### src/rtl/dma_arb_pkg.sv
// Shared definitions for the DMA request arbiter: controller states,
// register select codes and command bit positions.
package dma_arb_pkg;

    typedef enum logic [1:0] {
        ST_IDLE  = 2'd0,
        ST_HOLD  = 2'd1,
        ST_SERVE = 2'd2
    } arb_state_e;

    localparam logic [1:0] SEL_MASK  = 2'd0;
    localparam logic [1:0] SEL_SWREQ = 2'd1;
    localparam logic [1:0] SEL_CMD   = 2'd2;

    localparam int CMD_W        = 3;
    localparam int CMD_ROTATE   = 0;
    localparam int CMD_REQ_LOW  = 1;
    localparam int CMD_ACK_HIGH = 2;

endpackage

### src/rtl/dma_arb_regs.sv
// Mask, software request and command registers.
// Assumes DATA_W >= N_CH and DATA_W >= CMD_W. A terminal-count clear
// takes precedence over a software request write for the same bit.
module dma_arb_regs
    import dma_arb_pkg::*;
#(
    parameter int N_CH   = 4,
    parameter int CH_W   = 2,
    parameter int DATA_W = 4
) (
    input  logic              clk,
    input  logic              rst_n,
    input  logic              wr_i,
    input  logic [1:0]        sel_i,
    input  logic [DATA_W-1:0] wdata_i,
    input  logic              clr_vld_i,
    input  logic [CH_W-1:0]   clr_ch_i,
    output logic [N_CH-1:0]   mask_o,
    output logic [N_CH-1:0]   swreq_o,
    output logic [CMD_W-1:0]  cmd_o
);

    logic [N_CH-1:0] clr_vec;
    logic [N_CH-1:0] sw_next;

    // Decode the terminal-count clear into a channel vector.
    always_comb begin
        clr_vec = '0;
        if (clr_vld_i) begin
            clr_vec = N_CH'(1) << clr_ch_i;
        end
    end

    // Next software request bits: write first, then the clear wins.
    always_comb begin
        sw_next = swreq_o;
        if (wr_i && (sel_i == SEL_SWREQ)) begin
            sw_next = wdata_i[N_CH-1:0];
        end
        sw_next = sw_next & ~clr_vec;
    end

    // Register storage with reset values: all masked, no requests, command zero.
    always_ff @(posedge clk) begin
        if (!rst_n) begin
            mask_o  <= '1;
            swreq_o <= '0;
            cmd_o   <= '0;
        end else begin
            swreq_o <= sw_next;
            if (wr_i && (sel_i == SEL_MASK)) begin
                mask_o <= wdata_i[N_CH-1:0];
            end
            if (wr_i && (sel_i == SEL_CMD)) begin
                cmd_o <= wdata_i[CMD_W-1:0];
            end
        end
    end

endmodule

### src/rtl/dma_arb_prio.sv
// Combinational priority picker. In fixed mode, channel 0 wins first.
// In rotating mode, the scan starts one past last_i and wraps.
// Assumes N_CH is a power of two, so index arithmetic wraps in CH_W bits.
module dma_arb_prio #(
    parameter int N_CH = 4,
    parameter int CH_W = 2
) (
    input  logic [N_CH-1:0] req_i,
    input  logic            rotate_i,
    input  logic [CH_W-1:0] last_i,
    output logic            any_o,
    output logic [CH_W-1:0] win_o
);

    logic [CH_W-1:0] scan_idx;

    // Walk the channels in priority order and keep the first pending one.
    always_comb begin
        any_o    = 1'b0;
        win_o    = '0;
        scan_idx = '0;
        for (int i = 0; i < N_CH; i++) begin
            scan_idx = rotate_i ? (last_i + CH_W'(i + 1)) : CH_W'(i);
            if (!any_o && req_i[scan_idx]) begin
                any_o = 1'b1;
                win_o = scan_idx;
            end
        end
    end

endmodule

### src/rtl/dma_arb_ctrl.sv
// Hold handshake controller. It raises hold on a pending request,
// latches the winner when hold acknowledge is seen, and keeps the grant
// until done. It records the last serviced channel for rotation.
// Assumes done_i only matters while a channel is granted.
module dma_arb_ctrl
    import dma_arb_pkg::*;
#(
    parameter int N_CH = 4,
    parameter int CH_W = 2
) (
    input  logic            clk,
    input  logic            rst_n,
    input  logic            req_any_i,
    input  logic [CH_W-1:0] win_ch_i,
    input  logic            hlda_i,
    input  logic            done_i,
    input  logic            tc_i,
    output logic            hold_o,
    output logic            serve_o,
    output logic [CH_W-1:0] grant_o,
    output logic [CH_W-1:0] last_o,
    output logic            clr_vld_o,
    output logic [CH_W-1:0] clr_ch_o
);

    localparam logic [CH_W-1:0] LAST_RST = CH_W'(N_CH - 1);

    arb_state_e state_q, state_d;
    logic [CH_W-1:0] grant_d;
    logic [CH_W-1:0] last_d;

    // Next-state decision for the handshake.
    always_comb begin
        state_d = state_q;
        grant_d = grant_o;
        last_d  = last_o;
        unique case (state_q)
            ST_IDLE: begin
                if (req_any_i) begin
                    state_d = ST_HOLD;
                end
            end
            ST_HOLD: begin
                if (hlda_i) begin
                    if (req_any_i) begin
                        state_d = ST_SERVE;
                        grant_d = win_ch_i;
                    end else begin
                        state_d = ST_IDLE;
                    end
                end
            end
            ST_SERVE: begin
                if (done_i) begin
                    state_d = ST_IDLE;
                    last_d  = grant_o;
                end
            end
            default: state_d = ST_IDLE;
        endcase
    end

    // State, grant and rotation pointer registers.
    always_ff @(posedge clk) begin
        if (!rst_n) begin
            state_q <= ST_IDLE;
            grant_o <= '0;
            last_o  <= LAST_RST;
        end else begin
            state_q <= state_d;
            grant_o <= grant_d;
            last_o  <= last_d;
        end
    end

    // Status decode and the terminal-count clear request.
    always_comb begin
        hold_o    = (state_q != ST_IDLE);
        serve_o   = (state_q == ST_SERVE);
        clr_vld_o = serve_o && done_i && tc_i;
        clr_ch_o  = grant_o;
    end

endmodule

### src/rtl/dma_req_arbiter.sv
// Top of the four-channel DMA request arbiter. It merges hardware and
// software requests, applies the mask, and picks a winner. It runs the
// hold handshake and drives the per-channel acknowledge lines at the
// level the command register selects.
// Assumes N_CH is a power of two and DATA_W >= max(N_CH, 3).
module dma_req_arbiter
    import dma_arb_pkg::*;
#(
    parameter int N_CH   = 4,
    parameter int DATA_W = 4,
    localparam int CH_W  = (N_CH > 1) ? $clog2(N_CH) : 1
) (
    input  logic              clk,
    input  logic              rst_n,
    input  logic [N_CH-1:0]   dreq_i,
    input  logic              hlda_i,
    input  logic              done_i,
    input  logic              tc_i,
    input  logic              reg_wr_i,
    input  logic [1:0]        reg_sel_i,
    input  logic [DATA_W-1:0] reg_wdata_i,
    output logic              hrq_o,
    output logic [N_CH-1:0]   dack_o,
    output logic [CH_W-1:0]   act_ch_o,
    output logic              act_vld_o
);

    logic [N_CH-1:0]  mask_q;
    logic [N_CH-1:0]  swreq_q;
    logic [CMD_W-1:0] cmd_q;
    logic [N_CH-1:0]  hw_act;
    logic [N_CH-1:0]  req_eff;
    logic             req_any;
    logic [CH_W-1:0]  win_ch;
    logic             serve;
    logic [CH_W-1:0]  grant_ch;
    logic [CH_W-1:0]  last_ch;
    logic             clr_vld;
    logic [CH_W-1:0]  clr_ch;

    dma_arb_regs #(
        .N_CH   (N_CH),
        .CH_W   (CH_W),
        .DATA_W (DATA_W)
    ) u_regs (
        .clk       (clk),
        .rst_n     (rst_n),
        .wr_i      (reg_wr_i),
        .sel_i     (reg_sel_i),
        .wdata_i   (reg_wdata_i),
        .clr_vld_i (clr_vld),
        .clr_ch_i  (clr_ch),
        .mask_o    (mask_q),
        .swreq_o   (swreq_q),
        .cmd_o     (cmd_q)
    );

    // Normalise the request level, merge software requests, apply the mask.
    always_comb begin
        hw_act  = cmd_q[CMD_REQ_LOW] ? ~dreq_i : dreq_i;
        req_eff = (hw_act | swreq_q) & ~mask_q;
    end

    dma_arb_prio #(
        .N_CH (N_CH),
        .CH_W (CH_W)
    ) u_prio (
        .req_i    (req_eff),
        .rotate_i (cmd_q[CMD_ROTATE]),
        .last_i   (last_ch),
        .any_o    (req_any),
        .win_o    (win_ch)
    );

    dma_arb_ctrl #(
        .N_CH (N_CH),
        .CH_W (CH_W)
    ) u_ctrl (
        .clk       (clk),
        .rst_n     (rst_n),
        .req_any_i (req_any),
        .win_ch_i  (win_ch),
        .hlda_i    (hlda_i),
        .done_i    (done_i),
        .tc_i      (tc_i),
        .hold_o    (hrq_o),
        .serve_o   (serve),
        .grant_o   (grant_ch),
        .last_o    (last_ch),
        .clr_vld_o (clr_vld),
        .clr_ch_o  (clr_ch)
    );

    // Per-channel acknowledge with the selected active level.
    for (genvar g = 0; g < N_CH; g++) begin : g_dack
        logic ack_on;
        assign ack_on    = serve && (grant_ch == CH_W'(g));
        assign dack_o[g] = cmd_q[CMD_ACK_HIGH] ? ack_on : ~ack_on;
    end

    // Active channel reporting; index reads zero when idle.
    always_comb begin
        act_vld_o = serve;
        act_ch_o  = serve ? grant_ch : '0;
    end

endmodule

### config.mk
export PLATFORM = sky130hd
export DESIGN_NAME = dma_req_arbiter
export DESIGN_NICKNAME = d
export VERILOG_FILES = /design/src/rtl/dma_arb_pkg.sv /design/src/rtl/dma_arb_regs.sv /design/src/rtl/dma_arb_prio.sv /design/src/rtl/dma_arb_ctrl.sv /design/src/rtl/dma_req_arbiter.sv
export SDC_FILE = /design/constraint.sdc
export NUM_CORES = 1
export LEC_CHECK = 0
export ABC_AREA = 1
export BUFFER_PORTS_ARGS = -buffer_cell sky130_fd_sc_hd__buf_2
export CAP_MARGIN = 15
export CELL_PAD_IN_SITES_DETAIL_PLACEMENT = 1
export CELL_PAD_IN_SITES_GLOBAL_PLACEMENT = 2
export CORE_UTILIZATION = 25
export DETAILED_ROUTE_END_ITERATION = 12
export GPL_ROUTABILITY_DRIVEN = 0
export GPL_TIMING_DRIVEN = 0
export PLACE_DENSITY = 0.8
export SYNTH_ARGS = -nofsm -noshare
export SYNTH_HDL_FRONTEND = slang
export SYNTH_SLANG_ARGS = --single-unit
### constraint.sdc
create_clock -name clk -period 1.8 [get_ports clk]
set_clock_uncertainty 0.15 [all_clocks]
set_input_delay 0.36 -clock clk [delete_from_list [all_inputs] [get_ports clk]]
set_output_delay 0.36 -clock clk [all_outputs]
set_load 0.01 [all_outputs]
### Word-level counts from Yosys, hierarchy flattened

Index checks and enable logic that the tools add are counted.

| storage, ports and cells | value |
|---|---|
| bits in registers | 17 |
| bits in latches | 0 |
| RAM bits | 0 |
| ROM bits | 0 |
| input bits | 16 |
| output and inout port bits | 8 |
| logic and storage cells | 89 |
| memories | 0 |

| operators by class | value |
|---|---|
| add/subtract/negate cells | 3 |
| multipliers | 0 |
| div/mod/pow operators | 0 |
| magnitude comparators | 4 |
| eq/ne operators | 10 |
| shift operators | 1 |
| muxes and demuxes | 33 |
| bitwise operators | 10 |
| reductions and logical operators | 22 |

Operators by type and width:

| cell | number |
|---|---|
| $mux 2 | 13 |
| $logic_and 1x1->1 | 12 |
| $lt 2x3->1 const B | 4 |
| $mux 1 | 12 |
| $mux 4 | 3 |
| $not 4->4 | 3 |
| $and 4x4->4 | 2 |
| $bmux 1 s2 | 4 |
| $eq 2x2->1 const B | 4 |
| $eq 2x1->1 const B | 3 |
| $logic_not 2->1 | 3 |
| $ne 2x2->1 const B | 3 |
| $pmux 2 s3 | 1 |
| $reduce_and 3->1 | 2 |
| $add 2x2->2 const B | 2 |
| $not 1->1 | 4 |
| $or 4x4->4 | 1 |
| $shl 1x2->4 const A | 1 |
| $logic_not 1->1 | 3 |
| $add 2x1->2 const B | 1 |
| $reduce_and 2->1 | 1 |
| $reduce_bool 2->1 | 1 |

### Depth between registers and ports, before layout

Gate-level depths: netlist (run 1).

| logic depth | value |
|---|---|
| depth after elaboration | 19 |
| gate-level depth with buffers | 13 |
| gate-level depth less buffers | 13 |

### By module

Synthesis (run 1) repeated with hierarchy kept, for this count alone.

| unflattened totals | value |
|---|---|
| cells, all modules | 245 |
| area total of the unflattened synthesis | 1320.0 um^2 |

By module, submodules not included:

| module | instances | cells each | area each (um^2) | sequential area each (um^2) |
|---|---|---|---|---|
| dma_arb_regs | 1 | 72 | 478.0 | 220.2 |
| dma_arb_prio | 1 | 75 | 321.6 | 0.0 |
| dma_arb_ctrl | 1 | 46 | 305.3 | 120.1 |
| dma_req_arbiter | 1 | 52 | 215.2 | 0.0 |

### Worst setup path after synthesis (run 1)

OpenSTA, ideal clock, no wires.

| path | value |
|---|---|
| path kind | flip-flop to flip-flop |
| start | register u_ctrl.state_q[1] |
| end | register u_regs.swreq_o[1] |
| setup time | 0.136 ns |
| arrival | 1.323 ns |
| data required time | 1.514 ns |
| setup slack | 0.191 ns |
| cell stages (with the launch flop) | 8 |
| buffers on the path | 0 |
| clock period less this slack | 1.609 ns |
| cell sequence | dfxtp_1 inv_1 nor2_1 inv_1 nor2_1 nand2_1 nor3_1 a2111oi_0 |

| on the way | value |
|---|---|
| longest elaborated chain between the ends | 6 |

RTL lines:

| element | line | RTL |
|---|---|---|
| from (decl) | dma_arb_ctrl.sv:28 | `arb_state_e state_q, state_d;` |
| from (signal assigned) | dma_arb_ctrl.sv:70 | `state_q <= state_d;` |
| $eq 2x2->1 | dma_arb_ctrl.sv:79 | `serve_o = (state_q == ST_SERVE);` |
| net act_vld_o | dma_req_arbiter.sv:25 | `output logic act_vld_o` |
| $logic_and 1x1->1 (2 in a row) | dma_arb_ctrl.sv:80 | `clr_vld_o = serve_o && done_i && tc_i;` |
| $mux 4 | dma_arb_regs.sv:29 | `if (clr_vld_i) begin` |
| $not 4->4 | dma_arb_regs.sv:40 | `sw_next = sw_next & ~clr_vec;` |
| $and 4x4->4 | dma_arb_regs.sv:40 |  |
| to (signal assigned) | dma_arb_regs.sv:50 | `swreq_o <= sw_next;` |
| to (decl) | dma_arb_regs.sv:19 | `output logic [N_CH-1:0] swreq_o,` |

The timed path passes the listed nets, and every way through them passes these cells.
A chain may end at the register's enable or synchronous reset.

### Worst setup path after layout (run 1)

| path | value |
|---|---|
| start | register u_ctrl.state_q[1] |
| end | output dack_o[1] |

| on the way | value |
|---|---|
| longest elaborated chain between the ends | 4 |

RTL lines:

| element | line | RTL |
|---|---|---|
| $eq 2x2->1 * | dma_arb_ctrl.sv:79 |  |
| $logic_and 1x1->1 * | dma_req_arbiter.sv:97 | `assign ack_on = serve && (grant_ch == CH_W'(g));` |
| $not 1->1 | dma_req_arbiter.sv:98 | `assign dack_o[g] = cmd_q[CMD_ACK_HIGH] ? ack_on : ~ack_on;` |
| $mux 1 * | dma_req_arbiter.sv:98 |  |
| to (decl) | dma_req_arbiter.sv:23 | `output logic [N_CH-1:0] dack_o,` |

Mark *: on every way between the ends. The rest lies on a longest branch, timed or not.

==> results of run 1 <==
==> cells by family after synthesis <==
group | share of synthesized area (%)
xor+xnor | 3.11
compound gates | 13.0
flops | 30.3
buf+inv | 10.7
simple gates | 42.9
==> registers in the layout, indices dropped and copies added (netlist names) <==
register,count
u_regs.mask_o,4
u_regs.swreq_o,4
u_regs.cmd_o,3
u_ctrl.clr_ch_o,2
u_ctrl.last_o,2
u_ctrl.state_q,2
==> metal layers <==
| layer | wire, um | track usage (%) |
|---|---|---|
| met1 | 1580 | 17.9 |
| met2 | 1450 | 20.8 |
| met3 | 94 | 1.32 |
| met4 | 20 | 4.08 |
| met5 | 0 | 0 |
==> worst paths after layout <==
kind                     startpoint           endpoint  depth (start not counted)
setup / recovery  u_ctrl.state_q[1]          dack_o[1]                          5
setup reg to reg    u_regs.cmd_o[0]  u_ctrl.state_q[1]                         12
hold reg to reg   u_regs.swreq_o[3]  u_regs.swreq_o[3]                          2
hold / removal       reg_wdata_i[1]   u_regs.mask_o[1]                          3
==> cells in the final DEF, fill, tap and decap left out <==
cell type  netlist  final
nand2_1         40     34
inv_1           26     24
buf_2            0     23
nand3_1         24     13
nor2_1          15     13
nand3_2          3     12
nand2_2          7     12
dfxtp_1         17     11
nor3_1           7      7
o211ai_1         5      5
a21oi_1          5      5
o21ai_0          6      5
buf_4            0      5
dfxtp_2          0      5
inv_2            4      4
nor2_4           2      4
xor2_1           4      4
a2111oi_0        4      4
clkbuf_1         2      3
nand4_1          3      3
clkbuf_8         0      3
inv_4            0      2
nand3_4          0      2
o21bai_4         1      1
nand2_4          0      1
nor2_2           1      1
o21ai_1          0      1
buf_12           0      1
dfxtp_4          0      1
==> cell type report <==
type / count / share of cell area, %
clock buffers: 4 / 2.95
well taps: 52 / 4.26
multi-input cells: 127 / 50.4
inverters: 30 / 7.70
repair buffers: 29 / 11.3
plain buffers: 2 / 0.491
flip-flops and latches: 17 / 22.9
==> what timing repair did <==
action / in CTS / in global routing
setup buffers: 1 / 5
endpoints found under the setup margin: 11 / 11
pin swaps: 1 / 7
resized for setup: 6 / 30
==> power by group <==
| group | internal [mW] | switching (mW) |
|---|---|---|
| clock network | 0.157 | 0.126 |
| logic | 0.0602 | 0.102 |
| registers | 0.394 | 0.0113 |
| total | 0.611 | 0.239 |
==> worst max-delay path, cell delays in order (launching register included) <==
cell and delay (ns):
dfxtp_2 0.34, inv_2 0.05, nor2_4 0.16, nand3_1 0.11
xor2_1 0.15, buf_2 0.15
==> metrics by stage <==
step                util [%]  TNS (ns)
floorplan                  -         0
global placement        30.2   -0.0611
detailed placement      30.2   -0.0427
CTS                     31.7         0
global route            35.3   -0.0929
finish                  35.3         0
==> results.md, run 1 <==
- Synth warn: 0
- Netlist cell types: 19
- CTS buffer count: 3
- Final nets: 226
- Total wire length: 3140 um
- Maximum VDD drop: 288 uV
- Clock slew at reported path FFs: ~0.070 ns
- Die height: slightly below 70 um
- PortBufs: 23
- Mean area per synthesized cell: 6.39 sq um
- Asr flop ratio synth: 0%
- Die Wd: slightly below 70 um
- ANT cells: 0
- Hold-fix buffers at CTS: 0
- First-pass detailed-route iteration total: 4
- Max Slew Vio Count: 0
- Ports: 24
- Clock latency at the later pin of the worst-skew pair: 0.25 ns
- Worst hold slack: 0.213 ns
- Worst Max-Slew Pin Slew: just under 0.8 ns
- Synth Instances: 176
- Worst EP arrival: 1.21 ns
- Final hold viol count: 0
- Register bit count reported by yosys: 17
- Hpwl dp: 2410 um
- Filler Cell Count: between 500 and 600
- Core area: 0.00432 sq mm
- H-tree levels: 1
- Total congestion overflow: 0
- Initial antenna violation count: 0
- Starting Density: a little over a quarter
- Average wire per standard cell: 12.0 um
- Antenna-violating nets left: 0
- Drt drc: 0
- Mapped Nets: 192
- Sequential fraction of the synthesis area: 30.3%
- Ranking of synthesized cells by area: dfxtp_1 30%, nand2_1 13%, nand3_1 11%, inv_1 8.7%, nor2_1 5.0%
- First-pass GRT wire length: between 5000 and 6000 um
- Total GRT Usage: about an eighth
- Unrepaired setup endpoints after global routing: true
- Vias/cell: 4.62
- Yosys top cell area share: 30.3%
- Period utilization: between 90% and 100%
- Most numerous cell in the Yosys netlist: nand2_1
- Cell taking the most area after synthesis: dfxtp_1
- Minimum clock period after layout: between 1.5 and 2 ns
- # rows: 24
- FMAX: 581 MHz
- Post-DP Area: 0.00131 sq mm
- Area of the multi-input gates: approximately 770 sq um
- Overall Power: ~0.85 mW
- R2r setup slk: 0.09 ns
- Placed Instances: approximately 250
- WS Path Type: reg2out
- CP Max Fanout: 7
- Vias: ~1200
- Max Cap Violations: 0
- Max clock buf depth: 2
- Worst slew margin: 47.6%
- Post-route setup slack: approximately 0.079 ns
- Vias in the first global route: 1129
- Setup violators final: 0
- DR iter-0 viols: 53
- Outcome: finished clean
- Register area: roughly 350 sq um
- Area growth syn-to-layout: 35.8%
- CP startpoint kind: register
- Syn Std Cell Area: 0.00112 sq mm
- Clk sinks: 17
- Dpl ws: -0.0159 ns
- Top_reg_cell synth: dfxtp_1
- Pwr/cell area: 557 mW/mm^2
- Class of the worst hold path: in2reg
- Post-route insts no fill: 261
- Share of cells above drive strength 1: 36.8%
- Synth cell count leaders: 40 x nand2_1, 26 x inv_1, 24 x nand3_1, 17 x dfxtp_1, 15 x nor2_1
- Largest net degree at the start of global routing: 11
- Clock root cell: clkbuf_8
- LEAKAGE: 0.712 nW
- Final instance area: 0.00153 sq mm
- Die area: 0.00477 sq mm
- Number of synthesized flops with an enable pin: 0
- Required @ worst endpoint: between 1 and 1.5 ns
- TritonCTS clock tree: built
- Crit end category: output port
Note: power is estimated with default switching activity, not from simulation.
==> inputs of run 2 (changes only) <==
--- a/config.mk
+++ b/config.mk
@@ -5,8 +5,8 @@
 export SDC_FILE = /design/constraint.sdc
 export NUM_CORES = 1
 export LEC_CHECK = 0
-export ABC_AREA = 1
-export BUFFER_PORTS_ARGS = -buffer_cell sky130_fd_sc_hd__buf_2
+export ABC_AREA = 0
+export BUFFER_PORTS_ARGS = -buffer_cell sky130_fd_sc_hd__buf_4
 export CAP_MARGIN = 15
 export CELL_PAD_IN_SITES_DETAIL_PLACEMENT = 1
 export CELL_PAD_IN_SITES_GLOBAL_PLACEMENT = 2
@@ -14,7 +14,7 @@
 export DETAILED_ROUTE_END_ITERATION = 12
 export GPL_ROUTABILITY_DRIVEN = 0
 export GPL_TIMING_DRIVEN = 0
-export PLACE_DENSITY = 0.8
+export PLACE_DENSITY = 0.73
 export SYNTH_ARGS = -nofsm -noshare
 export SYNTH_HDL_FRONTEND = slang
 export SYNTH_SLANG_ARGS = --single-unit
==> results.md, run 2 <==
- Outcome: finished, violations left
- Failing checks: setup timing
- Setup violators final: 6
- Ports: 24
- Register bit count reported by yosys: 17
- Syn Std Cell Area: 0.00110 sq mm
- Vias/cell: 4.93
- Commonest non-fill, non-tap cell in the layout: buf_4
- Post-route insts no fill: 216
- Synth Instances: about 130
- Worst R2R End: u_ctrl.clr_ch_o[1]
- CP Max Fanout: 5
- Critical path cell sequence: xor2_4 -> o21bai_4 -> buf_6 -> nand3_2 -> or4_4 -> a31oi_4 -> a311o_1
- Netlist cell types: 36
- R2r setup slk: -0.22 ns
- CP max stage delay: 0.50 ns
- Number of synthesized flops with an enable pin: 0
- FMAX: 494 MHz
- Cell taking the most area after synthesis: dfxtp_1
- Max clock buf depth: 2
- Worst Hold Launch: reg_wdata_i[3]
- DR iter-0 viols: 31
- Synth cell count leaders: 17 x dfxtp_1, 16 x nand2_1, 13 x mux2i_1, 8 x nor2_1, 7 x o21ai_0
- Comb power frac: between 10% and 20%
- Hold Path Cell Cnt: 3
- Total wire length: around 3300 um
- Clock share of power: 35.2%
- Total congestion overflow: 0
- Regs by FF count: u_regs.mask_o: 4 flops, u_regs.swreq_o: 4 flops, u_regs.cmd_o: 3 flops
- Hold-fix buffers at CTS: 0
- Final Util: 41.6%
- Period utilization: 112%
- Mean area per synthesized cell: 8.84 sq um
- Top_reg_cell synth: dfxtp_1
- Vias in the first global route: between 1000 and 1500
- CTS buffer count: 3
- TritonCTS clock tree: built
- Final nets: 183
- PortBufs: 22
- Die Wd: 68.5 um
- Reg power frac: 47.5%
- Pwr/cell area: roughly 490 mW/mm^2
- Sequential fraction of the synthesis area: a little under a third
- Yosys top cell area share: between 30% and 40%
- Synth warn: 0
- Average wire per standard cell: 15.4 um
- Ranking of synthesized cells by area: dfxtp_1 31%, mux2i_1 12%, nand2_1 5.4%, xor2_1 4.8%, mux2_2 4.1%
- Worst Max-Slew Pin Slew: 0.947 ns
- Hpwl dp: 2220 um
- Max Slew Vio Count: 0
- Required @ worst endpoint: ~1.9 ns
- Final hold viol count: 0
- First-pass detailed-route iteration total: 4
- Commonest cells after routing, fill and taps aside: 30 x buf_4, 14 x nand2_1, 14 x dfxtp_1
- Most numerous cell in the Yosys netlist: dfxtp_1
- Sw Ratio: 26.6%
- Total GRT Usage: 14.9%
- Core area: 0.00412 sq mm
- Antenna-violating nets left: 0
- ANT cells: 0
- # rows: 23
- Overall Power: ~0.85 mW
- Largest delay share family, worst path: simple AND/OR/NAND/NOR gates
- Reg2reg path depth: 7
- Drt drc: 0
- Pint: 0.621 mW
- Crit path buf inv count: 1
- H-tree levels: 1
- Post-DP Area: 0.00133 sq mm
- Area growth syn-to-layout: 55.0%
- Die area: approximately 0.0047 sq mm
- Asr flop ratio synth: 0%
- Die height: 68.5 um
- Clock root cell: clkbuf_8
- Maximum VDD drop: ~240 uV
- Placed Instances: roughly 200
- Minimum clock period after layout: 2.02 ns
- Reg2reg start: u_regs.cmd_o[1]
- Starting Density: between 20% and 30%
- Unrepaired setup endpoints after global routing: true
- Clock latency at the later pin of the worst-skew pair: 0.26 ns
- CP startpoint kind: register
- Final instance area: 0.00171 sq mm
- Clock slew at reported path FFs: 0.07 ns
- Slowest-stage cell, CP: or4_4
- LEAKAGE: approximately 0.70 nW
- Worst slew margin: between 30% and 40%
- First-pass GRT wire length: 5110 um
- Vias: 1065
- Class of the worst hold path: in2reg
- Initial antenna violation count: 0
- Clk sinks: 17
- Crit end category: register
- Post-route setup slack: -0.222 ns
- Max Cap Violations: 0
- Psw: 0.225 mW
- Largest net degree at the start of global routing: 12
- Share of cells above drive strength 1: 46.4%
- Worst EP arrival: 2.07 ns
- WS Path Type: reg2reg
- Mapped Nets: 141
- Hold path endpoint: u_regs.mask_o[3]
[run 2: cell types whose count changed in the layout (fill, tap and decap cells not counted), sizes merged, moves of 5 or more]
cell / delta
inv: -29
nor3: -7
nand2: -31
nor2b: +5
mux2i: +13
o211ai: -5
nor2: -10
nand3: -21
buf: +11
[run 2: power by group through the flow]
stage / Sequential [mW] / Combinational, mW / Clock, mW
2_1_floorplan: 0.402 / 0.0672 / 0
3_3_place_gp: 0.403 / 0.118 / 0
3_5_place_dp: 0.404 / 0.121 / 0
4_1_cts: 0.397 / 0.143 / 0.305
5_1_grt: 0.403 / 0.159 / 0.322
6_report: 0.402 / 0.146 / 0.298
[run 2: stage by stage]
step / hold slack (ns) / worst slack, ns / TNS, ns
final: 0.175 / -0.222 / -0.601
after CTS: 0.176 / -0.180 / -0.696
after detailed placement: 0.309 / -0.220 / -0.492
after global placement: 0.294 / -0.195 / -0.323
after global routing: 0.184 / -0.293 / -1.03
after floorplan: 0.275 / -0.0429 / -0.0429
[run 2: cell families after synthesis]
kind of cell,count (synthesis),synth area share [%]
XOR/XNOR,9,7.81
AO/OA/AOI/OAI,23,15.2
AND/OR/NAND/NOR,51,23.8
flip-flops,17,30.8
buffers and inverters,7,4.19
multiplexers,18,18.2
[run 2: how the worst max path moves through the flow]
stage,depth (start not counted),endpoint,slack [ns],from
after global placement,7,u_ctrl.clr_ch_o[0],-0.19,dreq_i[3]
after detailed placement,7,u_ctrl.clr_ch_o[0],-0.22,dreq_i[3]
final,7,u_ctrl.clr_ch_o[1],-0.22,u_regs.cmd_o[1]
after global routing,7,u_ctrl.clr_ch_o[1],-0.29,u_regs.cmd_o[1]
after floorplan,7,u_ctrl.clr_ch_o[0],-0.04,u_regs.cmd_o[1]
after CTS,7,u_ctrl.clr_ch_o[0],-0.18,u_regs.cmd_o[1]
[run 2: area by class of cell]
type                            count  area, sq um
Sequential cell                    17          347
Inverter                            1         3.75
Fill cell                         473         2400
Clock buffer                        3         41.3
Clock inverter                      1         7.51
Buffer                              5         38.8
Timing Repair Buffer               38          324
Tap cell                           50         62.6
Multi-Input combinational cell    101          888
[run 2: layer usage]
layer,vias to the layer above,global-route usage (%),wire length (um)
li1,515,-,-
met5,-,0,0
met4,0,4.95,27
met1,530,18.2,1380
met2,18,26.6,1840
met3,2,1.83,77
[run 2: timing repair]
action | 4_1_cts | 5_1_grt
gates resized for setup | 27 | 20
buffers inserted | 10 | 6
cloned | 0 | 0
pin swaps | 10 | 9
endpoints found under the hold margin | 0 | 0
setup endpoints to repair | 7 | 7
[run 2: tightest hold or removal path, delay by kind of cell]
family / cells / cell delay [ns]
and+or+nand+nor: 1 / 0.06
buffers and inverters: 1 / 0.08
muxes: 1 / 0.06
==> inputs of run 3 (changes only) <==
--- a/config.mk
+++ b/config.mk
@@ -14,6 +14,7 @@
 export DETAILED_ROUTE_END_ITERATION = 12
 export GPL_ROUTABILITY_DRIVEN = 0
 export GPL_TIMING_DRIVEN = 0
+export MAX_ROUTING_LAYER = met4
 export PLACE_DENSITY = 0.73
 export SYNTH_ARGS = -nofsm -noshare
 export SYNTH_HDL_FRONTEND = slang
==> results.md, run 3 (same netlist as run 2, synthesis figures left out) <==
- Total congestion overflow: 0
- Metal1 wirelength: ~1400 um
- Regs by FF count: u_regs.mask_o: 4 flops, u_regs.swreq_o: 4 flops, u_regs.cmd_o: 3 flops
- CTS buffer count: 3
- First-pass GRT wire length: 5120 um
- Outcome: finished, violations left
- Final nets: between 150 and 200
- Vias in the first global route: 1094
- Total wire length: 3330 um
- Drt drc: 0
- TritonCTS clock tree: built
- Starting Density: 26.8%
- Period utilization: 112%
- WS Path Type: reg2reg
- Clk sinks: 17
- Ports: 24
- Post-route setup slack: -0.220 ns
- DR WL met2: around 1800 um
- Routed met3 length: 65 um
- Die Wd: ~70 um
- Commonest cells after routing, fill and taps aside: 30 x buf_4, 14 x nand2_1, 14 x dfxtp_1
- Area growth syn-to-layout: 55.0%
- Minimum clock period after layout: 2.02 ns
- Setup violators final: 6
- Pwr/cell area: between 400 and 500 mW/mm^2
- Filler Cell Count: between 400 and 500
- Max Cap Violations: 0
- LEAKAGE: roughly 0.70 nW
- Overall Power: 0.844 mW
- Die height: 68.5 um
- Initial antenna violation count: 0
- Vias: ~1100
- Average wire per standard cell: 15.4 um
- First-pass detailed-route iteration total: 4
- Clock root cell: clkbuf_8
- Top Layer Used: met4
- Failing checks: setup timing
- DR iter-0 viols: 30
- Class of the worst hold path: in2reg
- CP Max Fanout: 5
- Slowest-stage cell, CP: or4_4
- Worst EP arrival: about 2.1 ns
- Hpwl dp: 2220 um
- Required @ worst endpoint: between 1.5 and 2 ns
- Max clock buf depth: 2
- Worst Max-Slew Pin Slew: 0.949 ns
- H-tree levels: 1
- Clock latency at the later pin of the worst-skew pair: about 0.26 ns
- Total GRT Usage: 15.3%
- Largest net degree at the start of global routing: 12
- Vias/cell: 4.94
- R2r setup slk: -0.22 ns
- Clock slew at reported path FFs: ~0.070 ns
- PortBufs: 22
- Setup_tns: -0.586 ns
- Die area: 0.00469 sq mm
- Max Slew Vio Count: 0
- Maximum VDD drop: 235 uV
- Final hold viol count: 0
- Worst slew margin: 36.6%
- CP max stage delay: 0.50 ns
- Crit end category: register
- # rows: 23
- Core area: 0.00412 sq mm
- ANT cells: 0
- Critical path cell sequence: xor2_4 -> o21bai_4 -> buf_6 -> nand3_2 -> or4_4 -> a31oi_4 -> a311o_1
- FMAX: 495 MHz
- CP startpoint kind: register
- Hold-fix buffers at CTS: 0
- Share of cells above drive strength 1: 46.4%
- Commonest non-fill, non-tap cell in the layout: buf_4
- Antenna-violating nets left: 0
- Unrepaired setup endpoints after global routing: true
-- run 3: final timing paths --
check                                       from                  to  depth (start not counted)
worst max-delay path             u_regs.cmd_o[1]  u_ctrl.clr_ch_o[1]                          7
worst min-delay path              reg_wdata_i[3]    u_regs.mask_o[3]                          3
worst max register to register   u_regs.cmd_o[1]  u_ctrl.clr_ch_o[1]                          7
worst min register to register  u_regs.mask_o[3]    u_regs.mask_o[3]                          2
-- run 3: layout make-up --
class / instances / area (sq um) / area share (%)
Tap cell: 50 / 62.6 / 3.65
Timing Repair Buffer: 38 / 324 / 18.9
Sequential cell: 17 / 347 / 20.2
Clock inverter: 1 / 7.51 / 0.438
Buffer: 5 / 38.8 / 2.26
Multi-Input combinational cell: 101 / 888 / 51.9
Clock buffer: 3 / 41.3 / 2.41
Inverter: 1 / 3.75 / 0.219
-- run 3: report_power, final --
group	leakage (nW)	internal [mW]	switching, mW
registers	0.140	0.387	0.0146
logic	0.535	0.0784	0.0681
clock network	0.0217	0.156	0.140
total	0.696	0.621	0.223
-- run 3: repair_timing --
action	4_1_cts	5_1_grt
endpoints found under the setup margin	7	7
gates resized for setup	27	20
setup buffers	10	6
pin swaps	10	9
-- run 3: per-stage QoR --
stage / cell area, sq um / setup WS [ns] / instances / hold WS (ns) / utilization [%]
2_1_floorplan: 1110 / -0.0429 / 125 / 0.275 / -
3_3_place_gp: 1330 / -0.195 / 197 / 0.294 / 32.4
3_5_place_dp: 1330 / -0.220 / 197 / 0.309 / 32.4
4_1_cts: 1600 / -0.180 / 211 / 0.176 / 38.8
5_1_grt: 1710 / -0.293 / 216 / 0.184 / 41.6
6_report: 1710 / -0.220 / 216 / 0.176 / 41.6
-- run 3: per-layer routing --
layer,vias up,track usage [%]
met5,-,-
met4,0,4.95
met3,2,1.50
met2,18,26.6
met1,531,18.4
li1,515,-
-- run 3: critical path, delay by kind of cell (launching register included) --
kind	cells	cell delay, ns
AOI/OAI and AO/OA	3	0.51
and+or+nand+nor	2	0.55
buffers and inverters	1	0.13
DFF	1	0.41
xor gates and xnor gates	1	0.21
